$ cat config.mk
export PLATFORM = sky130hd
export DESIGN_NAME = vmode_matcher
export DESIGN_NICKNAME = d
export VERILOG_FILES = /design/src/rtl/vmode_pkg.sv /design/src/rtl/vmode_rom.sv /design/src/rtl/vmode_eval.sv /design/src/rtl/vmode_watch.sv /design/src/rtl/vmode_ctrl.sv /design/src/rtl/vmode_matcher.sv
export SDC_FILE = /design/constraint.sdc
export NUM_CORES = 1
export LEC_CHECK = 0
export ABC_CLOCK_PERIOD_IN_PS = 8700
export CAP_MARGIN = 15
export CORE_ASPECT_RATIO = 1.75
export CORE_MARGIN = 2
export CORE_UTILIZATION = 51
export DETAILED_ROUTE_END_ITERATION = 8
export DONT_BUFFER_PORTS = 1
export PLACE_DENSITY = 0.63
export SLEW_MARGIN = 20
export SYNTH_ARGS = -nofsm -noshare
export SYNTH_HDL_FRONTEND = slang
export SYNTH_SLANG_ARGS = --single-unit
export TNS_END_PERCENT = 20
$ cat constraint.sdc
create_clock -name clk -period 8.7 [get_ports clk]
set_clock_uncertainty 0.15 [all_clocks]
set_input_delay 0.435 -clock clk [delete_from_list [all_inputs] [get_ports clk]]
set_output_delay 0.435 -clock clk [all_outputs]
set_load 0.01 [all_outputs]
$ cat src/rtl/vmode_pkg.sv
package vmode_pkg;

    localparam int FW = 12;
    localparam int DW = 12;
    localparam int NE = 16;

    typedef struct packed {
        logic [3:0]    pol_mask;
        logic [FW-1:0] hf;
        logic [FW-1:0] vf;
        logic [FW-1:0] htol;
        logic [FW-1:0] vtol;
        logic [DW-1:0] hact;
        logic [DW-1:0] vact;
        logic [DW-1:0] htot;
        logic [DW-1:0] vtot;
        logic [DW-1:0] hst;
        logic [DW-1:0] vst;
    } mode_t;

    typedef enum logic [1:0] {ST_IDLE, ST_SCAN, ST_FIN, ST_LOCK} st_t;

    function automatic mode_t mk(input int m, input int h, input int v,
                                 input int ht, input int vt,
                                 input int ha, input int va,
                                 input int tt, input int vv,
                                 input int hs, input int vs);
        mode_t e;
        e.pol_mask = 4'(m);
        e.hf   = FW'(h);
        e.vf   = FW'(v);
        e.htol = FW'(ht);
        e.vtol = FW'(vt);
        e.hact = DW'(ha);
        e.vact = DW'(va);
        e.htot = DW'(tt);
        e.vtot = DW'(vv);
        e.hst  = DW'(hs);
        e.vst  = DW'(vs);
        return e;
    endfunction

    function automatic mode_t mode_at(input int unsigned i);
        mode_t e;
        case (i)
            0:  e = mk(2, 315, 700, 10, 10,  640,  350,  800,  449, 144, 60);
            1:  e = mk(2, 315, 700, 10, 10,  720,  400,  900,  449, 153, 35);
            2:  e = mk(2, 315, 700, 10, 10,  640,  400,  800,  449, 144, 35);
            3:  e = mk(1, 315, 599, 10, 10,  640,  480,  800,  525, 144, 35);
            4:  e = mk(1, 379, 728, 10, 10,  640,  480,  832,  520, 168, 31);
            5:  e = mk(1, 375, 750, 10, 10,  640,  480,  840,  500, 184, 19);
            6:  e = mk(8, 352, 562, 10, 10,  800,  600, 1024,  625, 200, 24);
            7:  e = mk(8, 379, 603, 10, 10,  800,  600, 1056,  628, 216, 27);
            8:  e = mk(8, 481, 722, 10, 10,  800,  600, 1040,  666, 184, 29);
            9:  e = mk(8, 469, 750, 10, 10,  800,  600, 1056,  625, 240, 24);
            10: e = mk(1, 484, 600, 10, 10, 1024,  768, 1344,  806, 296, 35);
            11: e = mk(1, 565, 701, 10, 10, 1024,  768, 1328,  806, 280, 35);
            12: e = mk(8, 600, 750, 10, 10, 1024,  768, 1312,  800, 272, 31);
            13: e = mk(8, 640, 600, 10, 10, 1280, 1024, 1688, 1066, 360, 41);
            14: e = mk(3, 157, 600, 10, 20,  684,  232,  858,  262, 149, 22);
            15: e = mk(3, 156, 500, 10, 20,  702,  288,  864,  312, 132, 23);
            default: e = '0;
        endcase
        return e;
    endfunction

endpackage

$ cat src/rtl/vmode_rom.sv
module vmode_rom
    import vmode_pkg::*;
#(
    parameter int N_ENT = NE,
    localparam int IW = $clog2(N_ENT)
) (
    input  logic [IW-1:0] idx,
    output mode_t         ent
);
    always_comb begin
        ent = mode_at(32'(idx));
    end
endmodule

$ cat src/rtl/vmode_eval.sv
module vmode_eval #(
    parameter int FW_P = 12,
    localparam int EW = FW_P + 1
) (
    input  logic [3:0]      pol_mask,
    input  logic [FW_P-1:0] nom_h,
    input  logic [FW_P-1:0] nom_v,
    input  logic [FW_P-1:0] tol_h,
    input  logic [FW_P-1:0] tol_v,
    input  logic [FW_P-1:0] m_h,
    input  logic [FW_P-1:0] m_v,
    input  logic            m_hp,
    input  logic            m_vp,
    output logic            pol_ok,
    output logic            exact,
    output logic [EW-1:0]   err
);
    logic [FW_P-1:0] dh, dv;

    always_comb begin
        dh     = (m_h >= nom_h) ? (m_h - nom_h) : (nom_h - m_h);
        dv     = (m_v >= nom_v) ? (m_v - nom_v) : (nom_v - m_v);
        pol_ok = pol_mask[{m_hp, m_vp}];
        exact  = pol_ok && (dh <= tol_h) && (dv <= tol_v);
        err    = EW'(dh) + EW'(dv);
    end
endmodule

$ cat src/rtl/vmode_watch.sv
module vmode_watch #(
    parameter int FW_P = 12
) (
    input  logic [FW_P-1:0] m_h,
    input  logic            m_hp,
    input  logic            m_vp,
    input  logic [FW_P-1:0] lk_h,
    input  logic [FW_P-1:0] lk_tol,
    input  logic            lk_hp,
    input  logic            lk_vp,
    output logic            signif
);
    logic [FW_P-1:0] drift;
    logic [FW_P:0]   limit;

    always_comb begin
        drift  = (m_h >= lk_h) ? (m_h - lk_h) : (lk_h - m_h);
        limit  = {lk_tol, 1'b0};
        signif = ({1'b0, drift} > limit) || (m_hp != lk_hp) || (m_vp != lk_vp);
    end
endmodule

$ cat src/rtl/vmode_ctrl.sv
module vmode_ctrl
    import vmode_pkg::*;
#(
    parameter int N_ENT = NE,
    parameter int FW_P  = FW,
    parameter int DW_P  = DW,
    localparam int IW   = $clog2(N_ENT),
    localparam int EW   = FW_P + 1
) (
    input  logic            clk,
    input  logic            rst_n,
    input  logic            meas_valid,
    input  logic [FW_P-1:0] meas_h,
    input  logic [FW_P-1:0] meas_v,
    input  logic            meas_hp,
    input  logic            meas_vp,
    input  logic            signif,
    input  logic            e_pol_ok,
    input  logic            e_exact,
    input  logic [EW-1:0]   e_err,
    input  logic [FW_P-1:0] e_htol,
    input  logic [DW_P-1:0] e_hact,
    input  logic [DW_P-1:0] e_vact,
    input  logic [DW_P-1:0] e_htot,
    input  logic [DW_P-1:0] e_vtot,
    input  logic [DW_P-1:0] e_hst,
    input  logic [DW_P-1:0] e_vst,
    output logic [IW-1:0]   rom_idx,
    output logic [FW_P-1:0] cap_h,
    output logic [FW_P-1:0] cap_v,
    output logic            cap_hp,
    output logic            cap_vp,
    output logic [FW_P-1:0] lock_h,
    output logic [FW_P-1:0] lock_tol,
    output logic            lock_hp,
    output logic            lock_vp,
    output logic            res_valid,
    output logic [IW-1:0]   res_index,
    output logic            res_exact,
    output logic            res_found,
    output logic [DW_P-1:0] res_hact,
    output logic [DW_P-1:0] res_vact,
    output logic [DW_P-1:0] res_htotal,
    output logic [DW_P-1:0] res_vtotal,
    output logic [DW_P-1:0] res_hstart,
    output logic [DW_P-1:0] res_vstart,
    output logic            chg_pulse
);
    localparam logic [IW-1:0] LAST = IW'(N_ENT - 1);

    st_t           state, nxt;
    logic [IW-1:0] scan_idx;
    logic          ex_hit, ap_hit;
    logic [IW-1:0] ex_idx, ap_idx;
    logic [EW-1:0] ap_err;
    logic          capture, relock, found, take_ap;
    logic [IW-1:0] sel_idx;

    always_comb begin
        relock  = (state == ST_LOCK) && meas_valid && signif;
        capture = ((state == ST_IDLE) && meas_valid) || relock;
        found   = ex_hit || ap_hit;
        sel_idx = ex_hit ? ex_idx : (ap_hit ? ap_idx : '0);
        rom_idx = (state == ST_FIN) ? sel_idx : scan_idx;
        take_ap = e_pol_ok && (!ap_hit || (e_err < ap_err));
    end

    always_comb begin
        nxt = state;
        unique case (state)
            ST_IDLE: if (capture) nxt = ST_SCAN;
            ST_SCAN: if (scan_idx == LAST) nxt = ST_FIN;
            ST_FIN:  nxt = found ? ST_LOCK : ST_IDLE;
            ST_LOCK: if (relock) nxt = ST_SCAN;
        endcase
    end

    always_ff @(posedge clk or negedge rst_n) begin
        if (!rst_n) state <= ST_IDLE;
        else        state <= nxt;
    end

    always_ff @(posedge clk or negedge rst_n) begin
        if (!rst_n) begin
            scan_idx <= '0;
            ex_hit <= 1'b0; ex_idx <= '0;
            ap_hit <= 1'b0; ap_idx <= '0; ap_err <= '1;
            cap_h <= '0; cap_v <= '0; cap_hp <= 1'b0; cap_vp <= 1'b0;
            lock_h <= '0; lock_tol <= '0; lock_hp <= 1'b0; lock_vp <= 1'b0;
            res_valid <= 1'b0; res_index <= '0; res_exact <= 1'b0; res_found <= 1'b0;
            res_hact <= '0; res_vact <= '0; res_htotal <= '0; res_vtotal <= '0;
            res_hstart <= '0; res_vstart <= '0;
            chg_pulse <= 1'b0;
        end else begin
            res_valid <= 1'b0;
            chg_pulse <= relock;
            if (capture) begin
                cap_h <= meas_h; cap_v <= meas_v;
                cap_hp <= meas_hp; cap_vp <= meas_vp;
                scan_idx <= '0;
                ex_hit <= 1'b0; ap_hit <= 1'b0; ap_err <= '1;
            end
            unique case (state)
                ST_SCAN: begin
                    scan_idx <= scan_idx + 1'b1;
                    if (e_exact && !ex_hit) begin
                        ex_hit <= 1'b1;
                        ex_idx <= scan_idx;
                    end
                    if (take_ap) begin
                        ap_hit <= 1'b1;
                        ap_idx <= scan_idx;
                        ap_err <= e_err;
                    end
                end
                ST_FIN: begin
                    res_valid <= 1'b1;
                    res_index <= sel_idx;
                    res_exact <= ex_hit;
                    res_found <= found;
                    res_hact   <= found ? e_hact : '0;
                    res_vact   <= found ? e_vact : '0;
                    res_htotal <= found ? e_htot : '0;
                    res_vtotal <= found ? e_vtot : '0;
                    res_hstart <= found ? e_hst  : '0;
                    res_vstart <= found ? e_vst  : '0;
                    lock_h   <= cap_h;
                    lock_tol <= e_htol;
                    lock_hp  <= cap_hp;
                    lock_vp  <= cap_vp;
                end
                default: ;
            endcase
        end
    end

    assert_valid_single_R6: assert property (@(posedge clk) disable iff (!rst_n)
        res_valid |=> !res_valid);
    assert_chg_single_R9: assert property (@(posedge clk) disable iff (!rst_n)
        chg_pulse |=> !chg_pulse);
    assert_chg_starts_scan_R9: assert property (@(posedge clk) disable iff (!rst_n)
        chg_pulse |-> (state == ST_SCAN) && !res_valid);
    assert_exact_implies_found_R4: assert property (@(posedge clk) disable iff (!rst_n)
        (res_valid && res_exact) |-> res_found);
    assert_nomode_zero_R5: assert property (@(posedge clk) disable iff (!rst_n)
        (res_valid && !res_found) |-> (res_index == '0) && (res_htotal == '0) && (state == ST_IDLE));
    assert_result_hold_R8: assert property (@(posedge clk) disable iff (!rst_n)
        !res_valid |-> $stable(res_htotal) && $stable(res_index));
    assert_scan_capture_frozen_R7: assert property (@(posedge clk) disable iff (!rst_n)
        ((state == ST_SCAN) && (scan_idx != '0)) |-> $stable(cap_h) && $stable(cap_hp));
endmodule

$ cat src/rtl/vmode_matcher.sv
module vmode_matcher
    import vmode_pkg::*;
#(
    parameter int N_ENT = NE,
    parameter int FW_P  = FW,
    parameter int DW_P  = DW,
    localparam int IW   = $clog2(N_ENT),
    localparam int EW   = FW_P + 1
) (
    input  logic            clk,
    input  logic            rst_n,
    input  logic            meas_valid,
    input  logic [FW_P-1:0] meas_hfreq,
    input  logic [FW_P-1:0] meas_vfreq,
    input  logic            meas_hpol,
    input  logic            meas_vpol,
    output logic            res_valid,
    output logic [IW-1:0]   res_index,
    output logic            res_exact,
    output logic            res_found,
    output logic [DW_P-1:0] res_hact,
    output logic [DW_P-1:0] res_vact,
    output logic [DW_P-1:0] res_htotal,
    output logic [DW_P-1:0] res_vtotal,
    output logic [DW_P-1:0] res_hstart,
    output logic [DW_P-1:0] res_vstart,
    output logic            chg_pulse
);
    mode_t           ent;
    logic [IW-1:0]   rom_idx;
    logic            e_pol_ok, e_exact, signif;
    logic [EW-1:0]   e_err;
    logic [FW_P-1:0] cap_h, cap_v, lock_h, lock_tol;
    logic            cap_hp, cap_vp, lock_hp, lock_vp;

    vmode_rom #(.N_ENT(N_ENT)) u_rom (.idx(rom_idx), .ent(ent));

    vmode_eval #(.FW_P(FW_P)) u_eval (
        .pol_mask(ent.pol_mask), .nom_h(ent.hf), .nom_v(ent.vf),
        .tol_h(ent.htol), .tol_v(ent.vtol),
        .m_h(cap_h), .m_v(cap_v), .m_hp(cap_hp), .m_vp(cap_vp),
        .pol_ok(e_pol_ok), .exact(e_exact), .err(e_err)
    );

    vmode_watch #(.FW_P(FW_P)) u_watch (
        .m_h(meas_hfreq), .m_hp(meas_hpol), .m_vp(meas_vpol),
        .lk_h(lock_h), .lk_tol(lock_tol), .lk_hp(lock_hp), .lk_vp(lock_vp),
        .signif(signif)
    );

    vmode_ctrl #(.N_ENT(N_ENT), .FW_P(FW_P), .DW_P(DW_P)) u_ctrl (
        .clk(clk), .rst_n(rst_n), .meas_valid(meas_valid),
        .meas_h(meas_hfreq), .meas_v(meas_vfreq), .meas_hp(meas_hpol), .meas_vp(meas_vpol),
        .signif(signif), .e_pol_ok(e_pol_ok), .e_exact(e_exact), .e_err(e_err),
        .e_htol(ent.htol), .e_hact(ent.hact), .e_vact(ent.vact),
        .e_htot(ent.htot), .e_vtot(ent.vtot), .e_hst(ent.hst), .e_vst(ent.vst),
        .rom_idx(rom_idx), .cap_h(cap_h), .cap_v(cap_v), .cap_hp(cap_hp), .cap_vp(cap_vp),
        .lock_h(lock_h), .lock_tol(lock_tol), .lock_hp(lock_hp), .lock_vp(lock_vp),
        .res_valid(res_valid), .res_index(res_index), .res_exact(res_exact),
        .res_found(res_found), .res_hact(res_hact), .res_vact(res_vact),
        .res_htotal(res_htotal), .res_vtotal(res_vtotal),
        .res_hstart(res_hstart), .res_vstart(res_vstart), .chg_pulse(chg_pulse)
    );
endmodule

==> out/results.txt <==
Top Ports: 109
Vias in the first global route: 8746
Total track usage: 26.5%
Final Cycle Share: 90.1%
Initial antenna violation count: 0
CTS tree: built
Max Root-Sink Buffers: 2
Worst Setup EP: u_ctrl.ap_idx[2]$_DFFE_PN0P_
Final non-filler cell total: 1448
Sequential fraction of the synthesis area: 30.1%
Fmax: 0.128 GHz
Hold WC Path Type: in2reg
Synth Register Bits: 126
Die width: 113 um
Worst setup path class: reg2reg
Worst setup path startpoint: u_ctrl.ap_hit$_DFF_PN0_
1st-iter DRT viols: 538
Nets: 1334
Tmin final: 7.84 ns
Top_reg_cell synth: dfrtp_1
Yosys warns: 0
Number of synthesized flops with an enable pin: 0
DRC errors left: 0
RD Place Congestion: 0.911
Reg2reg end: u_ctrl.ap_idx[2]$_DFFE_PN0P_
Setup_tns: 0 ns
# rows: 69
Critical path launch point type: flop
Critical R2R Launch: u_ctrl.ap_hit$_DFF_PN0_
Slew Limit Fails: 0
Most used cell, CP: ha_1
Placed cells: 1398
Starting Density: 51.9%
Final hold viol count: 0
Post-Syn Area: 10500 um2
Clk sinks: 126
DR vias: 8662
Crit path max fanout: 10
Setup violators final: 0
RSZ-0062 raised after global routing: no
Layout area overhead: 8.22%
Status: complete, no violations
R2R setup slack: 0.86 ns
Number of diodes: 0
Syn_area_per_cell: 8.76 um2
HPWL after detailed placement: 21.6 mm
CP max-delay cell: dfrtp_1
Worst slew pin tran: 0.872 ns
Critical Path AT: 8.01 ns
Slowest Stage Delay on Critical Path: 0.57 ns
Routed Antenna Nets: 0
H-tree levels: 4
Clk root buf: clkbuf_16
IO buf count: 0
Reg2Reg Depth: 32
Clk slew on worst S/H paths: 0.07 ns
Slew margin rel.: 41.1%
CP required: 8.87 ns
Global-route wire length before repair: 45.9 mm
Max-Cap Viols: 0
Worst-Skew Late Latency: 0.43 ns
Die Ht: 194 um
Total die area: 21900 um2
Core ar.: 20300 um2
Num CTS Buffers: 17
Post-synth cell types: 87
Critical path endpoint category: flop
Layout cells sized above 1: 10.3%
Routed WL: 28.6 mm
Via density per instance: 5.98
DR WL/cell: 19.8 um
Synth async-reset ratio: 100%
Largest net degree at the start of global routing: 127
Grt ovf: 0
Cells after Synth: 1203
Drt first pass iters: 6
## worst min path at each step
stage	start	endpoint	slack (ns)	depth (start not counted)
2_1_floorplan	rst_n	u_ctrl.ap_hit$_DFF_PN0_	-0.01	0
3_3_place_gp	rst_n	u_ctrl.cap_v[10]$_DFFE_PN0P_	-0.0008	0
3_5_place_dp	rst_n	u_ctrl.cap_v[10]$_DFFE_PN0P_	-0.0006	0
4_1_cts	meas_hfreq[4]	u_ctrl.cap_h[4]$_DFFE_PN0P_	0.002	2
5_1_grt	meas_vpol	u_ctrl.cap_vp$_DFFE_PN0P_	0.004	1
6_report	meas_vpol	u_ctrl.cap_vp$_DFFE_PN0P_	0.02	1
## per-stage QoR
step / setup WS (ns) / area (um2) / util, % / hold WS (ns)
after global placement: 0.487 / 10600 / 52.0 / -0.000762
after detailed placement: 0.412 / 10600 / 52.0 / -0.000609
after floorplan: 0.909 / 10600 / - / -0.0106
final: 0.859 / 11400 / 56.2 / 0.0170
after global routing: 0.0280 / 11400 / 56.2 / 0.00387
after CTS: 0.372 / 11400 / 56.0 / 0.00198
## per-layer routing
| metal | part of all wire, % | GRT usage [%] |
|---|---|---|
| met1 | 40 | 31.5 |
| met2 | 49 | 44.1 |
| met3 | 4.4 | 4.35 |
| met4 | 5.9 | 16.3 |
| met5 | 0 | 0 |
## cells in the mapped netlist, drive strengths merged, types with 8 or more instances
library cell	number	area (um2)
a211oi	13	110
buf	51	370
xnor2	19	166
a21oi	79	410
o21a	9	67.6
nand4	8	50.1
or3	10	62.6
nand3	24	120
nor2	86	323
nor3	16	80.1
nor2b	23	144
nand2	101	379
xor2	15	131
inv	115	432
a22o	21	184
o2bb2ai	16	140
dfrtp	113	2830
mux2i	33	330
nand2b	9	56.3
mux2	32	398
o21ai	75	390
ha	111	1390
nand3b	11	82.6
o211ai	10	75.1
a21o	28	210
clkbuf	36	135
dfstp	13	342
## sequential cells by signal, summed over array words and instances, names as in the netlist, 2 cells and up
register	count
u_ctrl.res_vact	8
u_ctrl.res_index	4
u_ctrl.ex_idx	4
u_ctrl.ap_idx	4
u_ctrl.cap_h	12
u_ctrl.cap_v	12
u_ctrl.state	2
u_ctrl.res_hact	6
u_ctrl.res_vstart	6
u_ctrl.res_htotal	10
u_ctrl.res_hstart	7
u_ctrl.scan_idx	4
u_ctrl.res_vtotal	11
u_ctrl.ap_err	13
u_ctrl.lock_h	12
## worst max-delay path: cells and delay by family (launching register included)
| family | cells | cell delay, ns |
|---|---|---|
| buf+inv | 6 | 1.00 |
| xor+xnor | 1 | 0.16 |
| flops | 1 | 0.57 |
| fa+ha+maj | 4 | 1.21 |
| simple gates | 5 | 1.08 |
| mux | 2 | 0.56 |
| compound gates | 14 | 2.97 |
## final cells by class
cell class / instances / area, um2
fillers: 1850 / 8890
multi-input cells: 890 / 6530
flip-flops and latches: 126 / 3170
repair buffers: 36 / 330
clock buffers: 19 / 443
inverters: 116 / 435
clock inverters: 13 / 178
well taps: 248 / 310
## timing repair
action | 4_1_cts | 5_1_grt
hold buffers | 17 | 0
hold endpoints to repair | 141 | 0
setup buffers | 0 | 1
endpoints found under the setup margin | 0 | 17
gates resized for setup | 0 | 9
## cells in the final DEF (no fill, tap or decap), types with 12 or more instances in the layout
cell type,count
o21ai_0,66
a211oi_1,12
a21oi_1,76
xnor2_1,19
a22o_1,21
nor2b_1,23
buf_4,19
dlygate4sd3_1,16
dfstp_2,13
xor2_1,15
ha_1,109
nand2_1,101
clkbuf_16,17
conb_1,17
nor2_1,86
dfrtp_1,113
mux2_2,20
nand3_1,24
o2bb2ai_1,16
inv_1,114
nor3_1,16
a21o_1,28
mux2i_1,32
## cell families after synthesis
group / after synthesis / share of synthesized area [%]
xor+xnor: 34 / 2.83
other cells: 1 / 0.0356
buf+inv: 203 / 8.93
flops: 126 / 30.1
compound gates: 335 / 22.1
mux: 65 / 6.91
simple gates: 321 / 14.6
fa+ha+maj: 118 / 14.5
Power is left out: the tool's default activity adds up to more than one toggle a clock period on the data nets, which glitch-free logic cannot reach.
